===== src/rtl/sci_rate_pkg.sv =====
package sci_rate_pkg;
  localparam int CFG_W   = 8;
  localparam int PSEL_W  = 2;
  localparam int RATE_W  = 3;
  localparam int PCNT_W  = 4;

  function automatic logic [PCNT_W-1:0] presc_ratio(input logic [PSEL_W-1:0] sel);
    case (sel)
      2'd0:    presc_ratio = 4'd1;
      2'd1:    presc_ratio = 4'd3;
      2'd2:    presc_ratio = 4'd4;
      default: presc_ratio = 4'd13;
    endcase
  endfunction
endpackage


===== src/rtl/sci_cfg_reg.sv =====
module sci_cfg_reg
  import sci_rate_pkg::*;
(
  input  logic              clk,
  input  logic              rst,
  input  logic              we,
  input  logic [CFG_W-1:0]  wdata,
  output logic [CFG_W-1:0]  rdata,
  output logic              hold,
  output logic [PSEL_W-1:0] psel,
  output logic [RATE_W-1:0] rate
);
  logic              hold_q, tbit_q;
  logic [PSEL_W-1:0] psel_q;
  logic [RATE_W-1:0] rate_q;

  always_ff @(posedge clk) begin
    if (rst) begin
      hold_q <= 1'b0;
      tbit_q <= 1'b0;
      psel_q <= '0;
      rate_q <= '0;
    end else if (we) begin
      hold_q <= wdata[7];
      psel_q <= wdata[5:4];
      tbit_q <= wdata[3];
      rate_q <= wdata[2:0];
    end
  end

  assign rdata = {hold_q, 1'b0, psel_q, tbit_q, rate_q};
  assign hold  = hold_q;
  assign psel  = psel_q;
  assign rate  = rate_q;

  AST_WRITE_TAKES: assert property (@(posedge clk) disable iff (rst)
    we |=> (rdata == {$past(wdata[7]), 1'b0, $past(wdata[5:0])}));
endmodule


===== src/rtl/sci_prescaler.sv =====
module sci_prescaler
  import sci_rate_pkg::*;
(
  input  logic              clk,
  input  logic              rst,
  input  logic              clr,
  input  logic [PSEL_W-1:0] psel,
  output logic              tick
);
  logic [PCNT_W-1:0] cnt_q;
  logic [PCNT_W-1:0] lim;

  assign lim  = presc_ratio(psel) - 1'b1;
  assign tick = (cnt_q == lim);

  always_ff @(posedge clk) begin
    if (rst || clr)  cnt_q <= '0;
    else if (tick)   cnt_q <= '0;
    else             cnt_q <= cnt_q + 1'b1;
  end

  AST_PRESC_RANGE: assert property (@(posedge clk) disable iff (rst)
    !$past(clr) |-> (cnt_q <= lim));
endmodule


===== src/rtl/sci_pow2_div.sv =====
module sci_pow2_div #(
  parameter int SEL_W = 3,
  localparam int CNT_W = (1 << SEL_W) - 1
) (
  input  logic             clk,
  input  logic             rst,
  input  logic             clr,
  input  logic             in_tick,
  input  logic [SEL_W-1:0] sel,
  output logic             out_tick
);
  logic [CNT_W-1:0] cnt_q;
  logic [CNT_W-1:0] mask;

  always_comb begin
    mask = '0;
    for (int b = 0; b < CNT_W; b++)
      if (b < int'(sel)) mask[b] = 1'b1;
  end

  assign out_tick = in_tick && (cnt_q == mask);

  always_ff @(posedge clk) begin
    if (rst || clr)     cnt_q <= '0;
    else if (out_tick)  cnt_q <= '0;
    else if (in_tick)   cnt_q <= cnt_q + 1'b1;
  end

  AST_POW2_RANGE: assert property (@(posedge clk) disable iff (rst)
    !$past(clr) |-> ((cnt_q & ~mask) == '0));
endmodule


===== src/rtl/sci_subdiv.sv =====
module sci_subdiv #(
  parameter int RATIO = 16,
  localparam int CNT_W = (RATIO > 1) ? $clog2(RATIO) : 1
) (
  input  logic clk,
  input  logic rst,
  input  logic clr,
  input  logic in_tick,
  output logic out_tick
);
  localparam logic [CNT_W-1:0] LAST = CNT_W'(RATIO - 1);
  logic [CNT_W-1:0] cnt_q;

  assign out_tick = in_tick && (cnt_q == LAST);

  always_ff @(posedge clk) begin
    if (rst || clr)     cnt_q <= '0;
    else if (out_tick)  cnt_q <= '0;
    else if (in_tick)   cnt_q <= cnt_q + 1'b1;
  end
endmodule


===== src/rtl/sci_rate_gen.sv =====
module sci_rate_gen
  import sci_rate_pkg::*;
#(
  parameter int OVERSAMPLE = 16
) (
  input  logic             clk,
  input  logic             rst,
  input  logic             cfg_we,
  input  logic [CFG_W-1:0] cfg_wdata,
  output logic [CFG_W-1:0] cfg_rdata,
  output logic             rx_sample_en,
  output logic             tx_bit_en
);
  logic              hold;
  logic [PSEL_W-1:0] psel;
  logic [RATE_W-1:0] rate;
  logic              clr, pre_tick, smp_tick, bit_tick;

  assign clr = cfg_we | hold;

  sci_cfg_reg u_cfg (
    .clk(clk), .rst(rst), .we(cfg_we), .wdata(cfg_wdata),
    .rdata(cfg_rdata), .hold(hold), .psel(psel), .rate(rate)
  );

  sci_prescaler u_pre (
    .clk(clk), .rst(rst), .clr(clr), .psel(psel), .tick(pre_tick)
  );

  sci_pow2_div #(.SEL_W(RATE_W)) u_pow2 (
    .clk(clk), .rst(rst), .clr(clr), .in_tick(pre_tick),
    .sel(rate), .out_tick(smp_tick)
  );

  sci_subdiv #(.RATIO(OVERSAMPLE)) u_sub (
    .clk(clk), .rst(rst), .clr(clr), .in_tick(smp_tick), .out_tick(bit_tick)
  );

  always_ff @(posedge clk) begin
    if (rst || clr) begin
      rx_sample_en <= 1'b0;
      tx_bit_en    <= 1'b0;
    end else begin
      rx_sample_en <= smp_tick;
      tx_bit_en    <= bit_tick;
    end
  end

  AST_TX_WITH_RX: assert property (@(posedge clk) disable iff (rst)
    tx_bit_en |-> rx_sample_en);
  AST_WRITE_QUIET: assert property (@(posedge clk) disable iff (rst)
    cfg_we |=> (!rx_sample_en && !tx_bit_en));
  AST_HOLD_QUIET: assert property (@(posedge clk) disable iff (rst)
    hold |=> (!rx_sample_en && !tx_bit_en));
  AST_RESET_LOW: assert property (@(posedge clk)
    rst |=> (!rx_sample_en && !tx_bit_en && cfg_rdata == '0));
endmodule


===== config.mk =====
export PLATFORM = sky130hd
export DESIGN_NAME = sci_rate_gen
export DESIGN_NICKNAME = d
export VERILOG_FILES = /design/src/rtl/sci_rate_pkg.sv /design/src/rtl/sci_cfg_reg.sv /design/src/rtl/sci_prescaler.sv /design/src/rtl/sci_pow2_div.sv /design/src/rtl/sci_subdiv.sv /design/src/rtl/sci_rate_gen.sv
export SDC_FILE = /design/constraint.sdc
export NUM_CORES = 1
export LEC_CHECK = 0
export ABC_AREA = 1
export BUFFER_PORTS_ARGS = -buffer_cell sky130_fd_sc_hd__buf_2
export CELL_PAD_IN_SITES_DETAIL_PLACEMENT = 1
export CELL_PAD_IN_SITES_GLOBAL_PLACEMENT = 1
export CORE_AREA = 2 2 66 68
export CTS_CLUSTER_DIAMETER = 100
export CTS_CLUSTER_SIZE = 20
export DETAILED_ROUTE_END_ITERATION = 10
export DIE_AREA = 0 0 68 70
export PLACE_DENSITY_LB_ADDON = 0.1
export SYNTH_ARGS = -nofsm -noshare
export SYNTH_HDL_FRONTEND = slang
export SYNTH_SLANG_ARGS = --single-unit

===== constraint.sdc =====
create_clock -name clk -period 1.8 [get_ports clk]
set_input_delay 0.18 -clock clk [delete_from_list [all_inputs] [get_ports clk]]
set_output_delay 0.18 -clock clk [all_outputs]
set_load 0.01 [all_outputs]

==> results of run 1 <==
-- worst max-delay path, cell delays in order (launching register included) --
cell and delay (ns):
dfxtp_2 0.34, inv_2 0.05, ha_4 0.23, nand2_1 0.06, inv_1 0.05, nor2_2 0.11, nand2_2 0.08, nor2_4 0.20
nand4_4 0.21, o21ai_4 0.22, nor2_1 0.07
-- layout make-up --
class | count | share of cell area
repair buffers | 23 | 0.0785
well taps | 52 | 0.0400
flip-flops and latches | 24 | 0.297
multi-input cells | 147 | 0.488
inverters | 31 | 0.0715
clock buffers | 3 | 0.0254
-- through the flow --
| stage | hold WS [ns] | setup TNS (ns) | utilization |
|---|---|---|---|
| 5_1_grt | 0.148 | -0.0529 | 0.393 |
| 3_5_place_dp | 0.415 | -0.408 | 0.368 |
| 3_3_place_gp | 0.405 | 0 | 0.368 |
| 2_1_floorplan | 0.315 | 0 | - |
| 6_report | 0.139 | 0 | 0.393 |
| 4_1_cts | 0.138 | 0 | 0.384 |
-- per-layer routing --
layer | up-vias | global-route usage | part of all wire
met5 | - | 0 | 0
met2 | 22 | 0.283 | 0.49
met3 | 5 | 0.0242 | 0.033
met1 | 615 | 0.193 | 0.46
li1 | 685 | - | -
met4 | 0 | 0.0533 | 0.014
-- layout by cell type, fill, tap and decap left out, drive strengths merged --
master,synthesis,layout
nor2,34,34
dfxtp,24,24
xnor2,2,2
o21ai,10,10
conb,1,1
nand3,20,20
inv,31,31
clkbuf,1,3
o21bai,2,2
nor3,4,4
xor2,3,3
ha,5,5
a21oi,10,10
nand4,3,3
buf,3,23
nand2,53,53
-- final timing paths --
| path | start | end | slack [ns] |
|---|---|---|---|
| hold reg to reg | u_pow2.cnt_q[6] | u_pow2.cnt_q[6] | 0.47 |
| hold / removal | cfg_wdata[5] | u_cfg.psel[1] | 0.14 |
| setup reg to reg | u_cfg.psel[0] | u_sub.cnt_q[1] | 0.09 |
| setup / recovery | u_cfg.psel[0] | u_sub.cnt_q[1] | 0.09 |
-- kinds of logic (layout without fill, tap and decap cells) --
logic type      Yosys count  count (layout)
fa+ha+maj                 5               5
flops                    24              24
simple gates            114             114
xor+xnor                  5               5
compound gates           22              22
buf+inv                  35              57
other cells               1               1
-- power breakdown --
group,internal [uW],total [uW],switching [uW],leakage [uW]
combinational,91.1,239,148,0.000523
clock,150,320,170,0.0000216
sequential,547,568,20.6,0.000196
-- flip-flops by register name, indices dropped and copies added, names as in the netlist --
signal,flops
u_cfg.rate,3
u_pre.cnt_q,4
u_cfg.tbit_q,1
rx_sample_en,1
u_sub.cnt_q,4
u_cfg.psel,2
u_cfg.hold,1
tx_bit_en,1
u_pow2.cnt_q,7
-- what timing repair did --
action                                  CTS  global route
hold endpoints to repair                  0             0
gates resized for setup                   4             9
pin swaps                                 5             4
setup buffers                             1             0
endpoints found under the setup margin   11            12
==> impl_metrics.py, run 1 <==
metrics = {
    "worst_setup_path": {
        "critPathArrivalTime_ns": 1.87,
        "cp-end-kind": "register",
        "worst-setup-path-type": "register to register",
        "cp_max_fo": 6,
        "reg2reg_depth": 10,
        "start_kind": "register",
        "worstPathRequired_ns": 1.96,
    },
    "yosys": {
        "syn_inst": 206,
        "syn_area_um2": 1370,
        "synthSimpleGateAreaFrac": 0.374,
        "ys_top_cells_by_area": "dfxtp_1 35%, nand2_1 14%, inv_1 8.2%",
        "synth_seq_cells": 24,
        "synth_most_common_cell": "nand2_1",
        "synth_nets": 222,
        "ys_types": 24,
        "synth_commonest_cells": "52 x nand2_1, 30 x inv_1, 29 x nor2_1",
        "synthAdderAreaFrac": 0.0458,
        "synth_xor_area_frac": 0.0321,
        "synth_top_area_frac": 0.352,
        "synth-edff-count": 0,
        "yosys.area.top_type": "dfxtp_1",
        "synthMuxAreaShare": 0,
        "seq_area_frac_synth": 0.352,
        "synthArstFlopShare": 0,
        "avgSynthCellArea_um2": 6.63,
        "synth_top_family_by_area": "simple AND/OR/NAND/NOR gates",
        "synthFlopType": "dfxtp_1",
        "synth-compound-area-share": 0.0897,
        "ys.warnings.count": 0,
    },
    "die": {
        "io_pins": 21,
        "rows": 24,
        "floorplan.initialDensity": 0.330,
        "fp.dieW_um": 68,
        "die_h_um": 70,
        "fp.dieArea_um2": 4760,
        "core_um2": 4140,
    },
    "sta": {
        "setup_ws_ns": 0.0927,
        "period_minus_slack_ns": 1.71,
        "skew_ns": 0.00388,
        "fin_crit_sh": 0.949,
        "maxSlewViolCount": 0,
        "setup_viol": 0,
        "finalHoldViolations": 0,
        "rsz0062_at_grt": "yes",
        "max_freq_ghz": 0.586,
    },
    "global_routing": {
        "grt_first_pass_wirelength_um": 5950,
        "grt_start_max_net_pins": 13,
        "antenna_found_initial": 0,
        "overflow": 0,
        "grt_pass1_vias": 1392,
        "grt_usage": 0.160,
    },
    "placed_design": {
        "gp_congestion": 0.793,
        "dp_cells": 276,
        "dp_hpwl_um": 2830,
        "dpl_worst_slack_ns": -0.0542,
        "dpl_cell_area_um2": 1530,
        "portBuffers": 18,
    },
    "layout": {
        "nFillCells": 550,
        "design_area_um2": 1630,
        "drive_gt1_frac": 0.206,
        "num_antenna_cells": 0,
        "multiInputGateArea_um2": 793,
        "fin_nets": 246,
        "regArea_um2": 483,
        "final-instance-count-excl-fill": 280,
        "area_growth_pct": 19.0,
    },
    "min_path": {
        "holdPathStages": 3,
        "hold_class": "input pin to register",
    },
    "cts": {
        "insertion_delay_ns": 0.27,
        "hold_buffers": 0,
        "cts_buffers": 3,
        "cts_sinks": 24,
        "h-tree-depth": 1,
        "root_buffer": "clkbuf_8",
        "cts_tree": "done",
        "clk_path_buf_depth": 2,
        "clk_pin_slew_ns": 0.08,
    },
    "pwr": {
        "p_per_area_nw_per_um2": 693,
        "total_power_uw": 1130,
        "irDropWorstVdd_uv": 278,
        "leakagePower_uw": 0.000740,
    },
    "detailed_routing": {
        "vias": 1327,
        "drt_iter0_drc": 44,
        "vias_per_cell": 4.74,
        "drc_errors": 0,
        "first_pass_iters": 4,
        "postRouteAntennaNets": 0,
        "wl_per_cell_um": 12.3,
        "drt-total-wl_um": 3440,
    },
    "run": {
        "drv_cap": 0,
    },
    "run_status": {
        "status": "finished, final reports clean",
    },
}
No activity file was read; power rests on OpenSTA's default activity.
==> run 2, diff against run 1 <==
--- a/config.mk
+++ b/config.mk
@@ -9,11 +9,11 @@
 export BUFFER_PORTS_ARGS = -buffer_cell sky130_fd_sc_hd__buf_2
 export CELL_PAD_IN_SITES_DETAIL_PLACEMENT = 1
 export CELL_PAD_IN_SITES_GLOBAL_PLACEMENT = 1
-export CORE_AREA = 2 2 66 68
+export CORE_AREA = 2 2 61 63
 export CTS_CLUSTER_DIAMETER = 100
 export CTS_CLUSTER_SIZE = 20
 export DETAILED_ROUTE_END_ITERATION = 10
-export DIE_AREA = 0 0 68 70
+export DIE_AREA = 0 0 63 65
 export PLACE_DENSITY_LB_ADDON = 0.1
 export SYNTH_ARGS = -nofsm -noshare
 export SYNTH_HDL_FRONTEND = slang
==> constraint.sdc (replaced) <==
create_clock -name clk -period 2.1 [get_ports clk]
set_input_delay 0.21 -clock clk [delete_from_list [all_inputs] [get_ports clk]]
set_output_delay 0.21 -clock clk [all_outputs]
set_load 0.01 [all_outputs]
==> impl_metrics.py, run 2 (synthesis results as in run 1) <==
metrics = {
    "run_status": {
        "status": "finished, final reports clean",
    },
    "placed_design": {
        "dp_hpwl_um": 2630,
        "gp_congestion": 0.792,
        "dpl_cell_area_um2": 1500,
        "portBuffers": 18,
    },
    "cts": {
        "cts_tree": "done",
        "h-tree-depth": 1,
        "clk_pin_slew_ns": 0.14,
        "ctsResizeCount": 0,
        "insertion_delay_ns": 0.32,
        "cts_buffers": 3,
        "cts_sinks": 24,
        "root_buffer": "clkbuf_4",
        "post_cts_buffers": 0,
        "clk_path_buf_depth": 2,
    },
    "min_path": {
        "hold_start": "cfg_wdata[5]",
        "hold_class": "input pin to register",
        "holdPathStages": 3,
        "min_to": "u_cfg.psel[1]",
    },
    "detailed_routing": {
        "drc_errors": 0,
        "vias_per_cell": 4.79,
        "wl_met1_um": 1520,
        "drt_iter0_drc": 52,
        "vias": 1309,
        "first_pass_iters": 3,
        "postRouteAntennaNets": 0,
        "top_layer": "met4",
        "met3_length_um": 111,
        "wl_per_cell_um": 12.1,
        "drt-total-wl_um": 3300,
        "met2WireLength_um": 1620,
    },
    "die": {
        "io_pins": 21,
        "floorplan.initialDensity": 0.391,
        "die_h_um": 65,
        "core_um2": 3500,
        "fp.dieW_um": 63,
        "rows": 22,
        "fp.dieArea_um2": 4100,
    },
    "worst_setup_path": {
        "startpoint": "u_cfg.psel[0]",
        "r2r_start": "u_cfg.psel[0]",
        "worst-setup-path-type": "register to register",
        "worstPathRequired_ns": 2.33,
        "reg2reg_to": "u_sub.cnt_q[1]",
        "start_kind": "register",
        "r2r_slack_ns": 0.18,
        "cp-end-kind": "register",
        "critPathArrivalTime_ns": 2.14,
        "reg2reg_depth": 12,
        "cp_max_fo": 7,
    },
    "layout": {
        "area_growth_pct": 12.3,
        "nFillCells": 490,
        "top_regs": "u_pow2.cnt_q x7, u_pre.cnt_q x4, u_sub.cnt_q x4",
        "fin_nets": 242,
        "drive_gt1_frac": 0.151,
        "num_antenna_cells": 0,
        "largest_register_ffs": 7,
        "largest_register": "u_pow2.cnt_q",
        "layout_commonest_cell": "nand2_1",
        "design_area_um2": 1530,
        "final_cell_mix": "52 x nand2_1, 30 x inv_1, 29 x nor2_1",
    },
    "global_routing": {
        "grt_pass1_vias": 1356,
        "antenna_found_initial": 0,
        "overflow": 0,
        "grt_first_pass_wirelength_um": 5820,
        "grt_usage": 0.179,
        "grt_start_max_net_pins": 14,
    },
    "sta": {
        "timing.hold.ws_ns": 0.114,
        "period_minus_slack_ns": 1.92,
        "skew_ns": 0.00345,
        "tns_ns": 0,
        "max_freq_ghz": 0.522,
        "finalHoldViolations": 0,
        "setup_viol": 0,
        "maxSlewViolCount": 0,
        "fin_crit_sh": 0.913,
        "rsz0062_at_grt": "no",
    },
    "pwr": {
        "leakagePower_uw": 0.000718,
        "irDropWorstVdd_uv": 217,
        "p_per_area_nw_per_um2": 597,
    },
    "run": {
        "drv_cap": 0,
    },
}
run 2: timing repair:
action | CTS | global route
hold endpoints to repair | 0 | 0
setup endpoints to repair | 0 | 3
hold buffers | 0 | 0
run 2: layer usage:
| metal | track usage | vias to the layer above |
|---|---|---|
| met3 | 0.0330 | 4 |
| met4 | 0.0750 | 0 |
| met5 | 0 | - |
| met1 | 0.217 | 603 |
| met2 | 0.311 | 23 |
| li1 | - | 679 |
run 2: cell type report:
cell class                 instances  area [um^2]  area share
inverter                          31          116      0.0759
tap                               48         60.1      0.0392
clock buffer                       4         36.3      0.0237
sequential                        24          480       0.313
multi-input combinational        147          743       0.485
timing repair buffer              19         97.6      0.0636
run 2: worst max path at each step:
stage	endpoint	slack, ns	depth (start not counted)
6_report	u_sub.cnt_q[1]	0.18	12
5_1_grt	u_sub.cnt_q[2]	0.01	12
4_1_cts	u_sub.cnt_q[1]	0.11	12
3_5_place_dp	u_sub.cnt_q[1]	0.14	12
3_3_place_gp	u_pow2.cnt_q[6]	0.21	10
2_1_floorplan	u_sub.cnt_q[1]	0.35	12
run 2: power by group:
part           switching, uW  internal (uW)  leakage [uW]
Combinational            115           58.5      0.000502
Clock                    149            106     0.0000210
Sequential              17.9            469      0.000195
run 2: metrics by stage:
step                       util  setup slack (ns)  total power [uW]  std cells
after floorplan               -             0.353               618        206
after global placement    0.428             0.211               664        269
after detailed placement  0.428             0.138               674        269
after CTS                 0.439             0.115               929        273
after global routing      0.439            0.0126               969        273
final                     0.439             0.183               915        273
run 2: critical path, stage by stage, from the launching register on:
cell     delay [ns]
dfxtp_1        0.38
inv_1          0.07
ha_1           0.31
nand2_1        0.07
inv_1          0.03
nor2_1         0.12
nand2_1        0.11
nor2_4         0.22
nand3_1        0.15
nor2_2         0.15
nor2_1         0.06
nor2_1         0.10
nor2_1         0.04
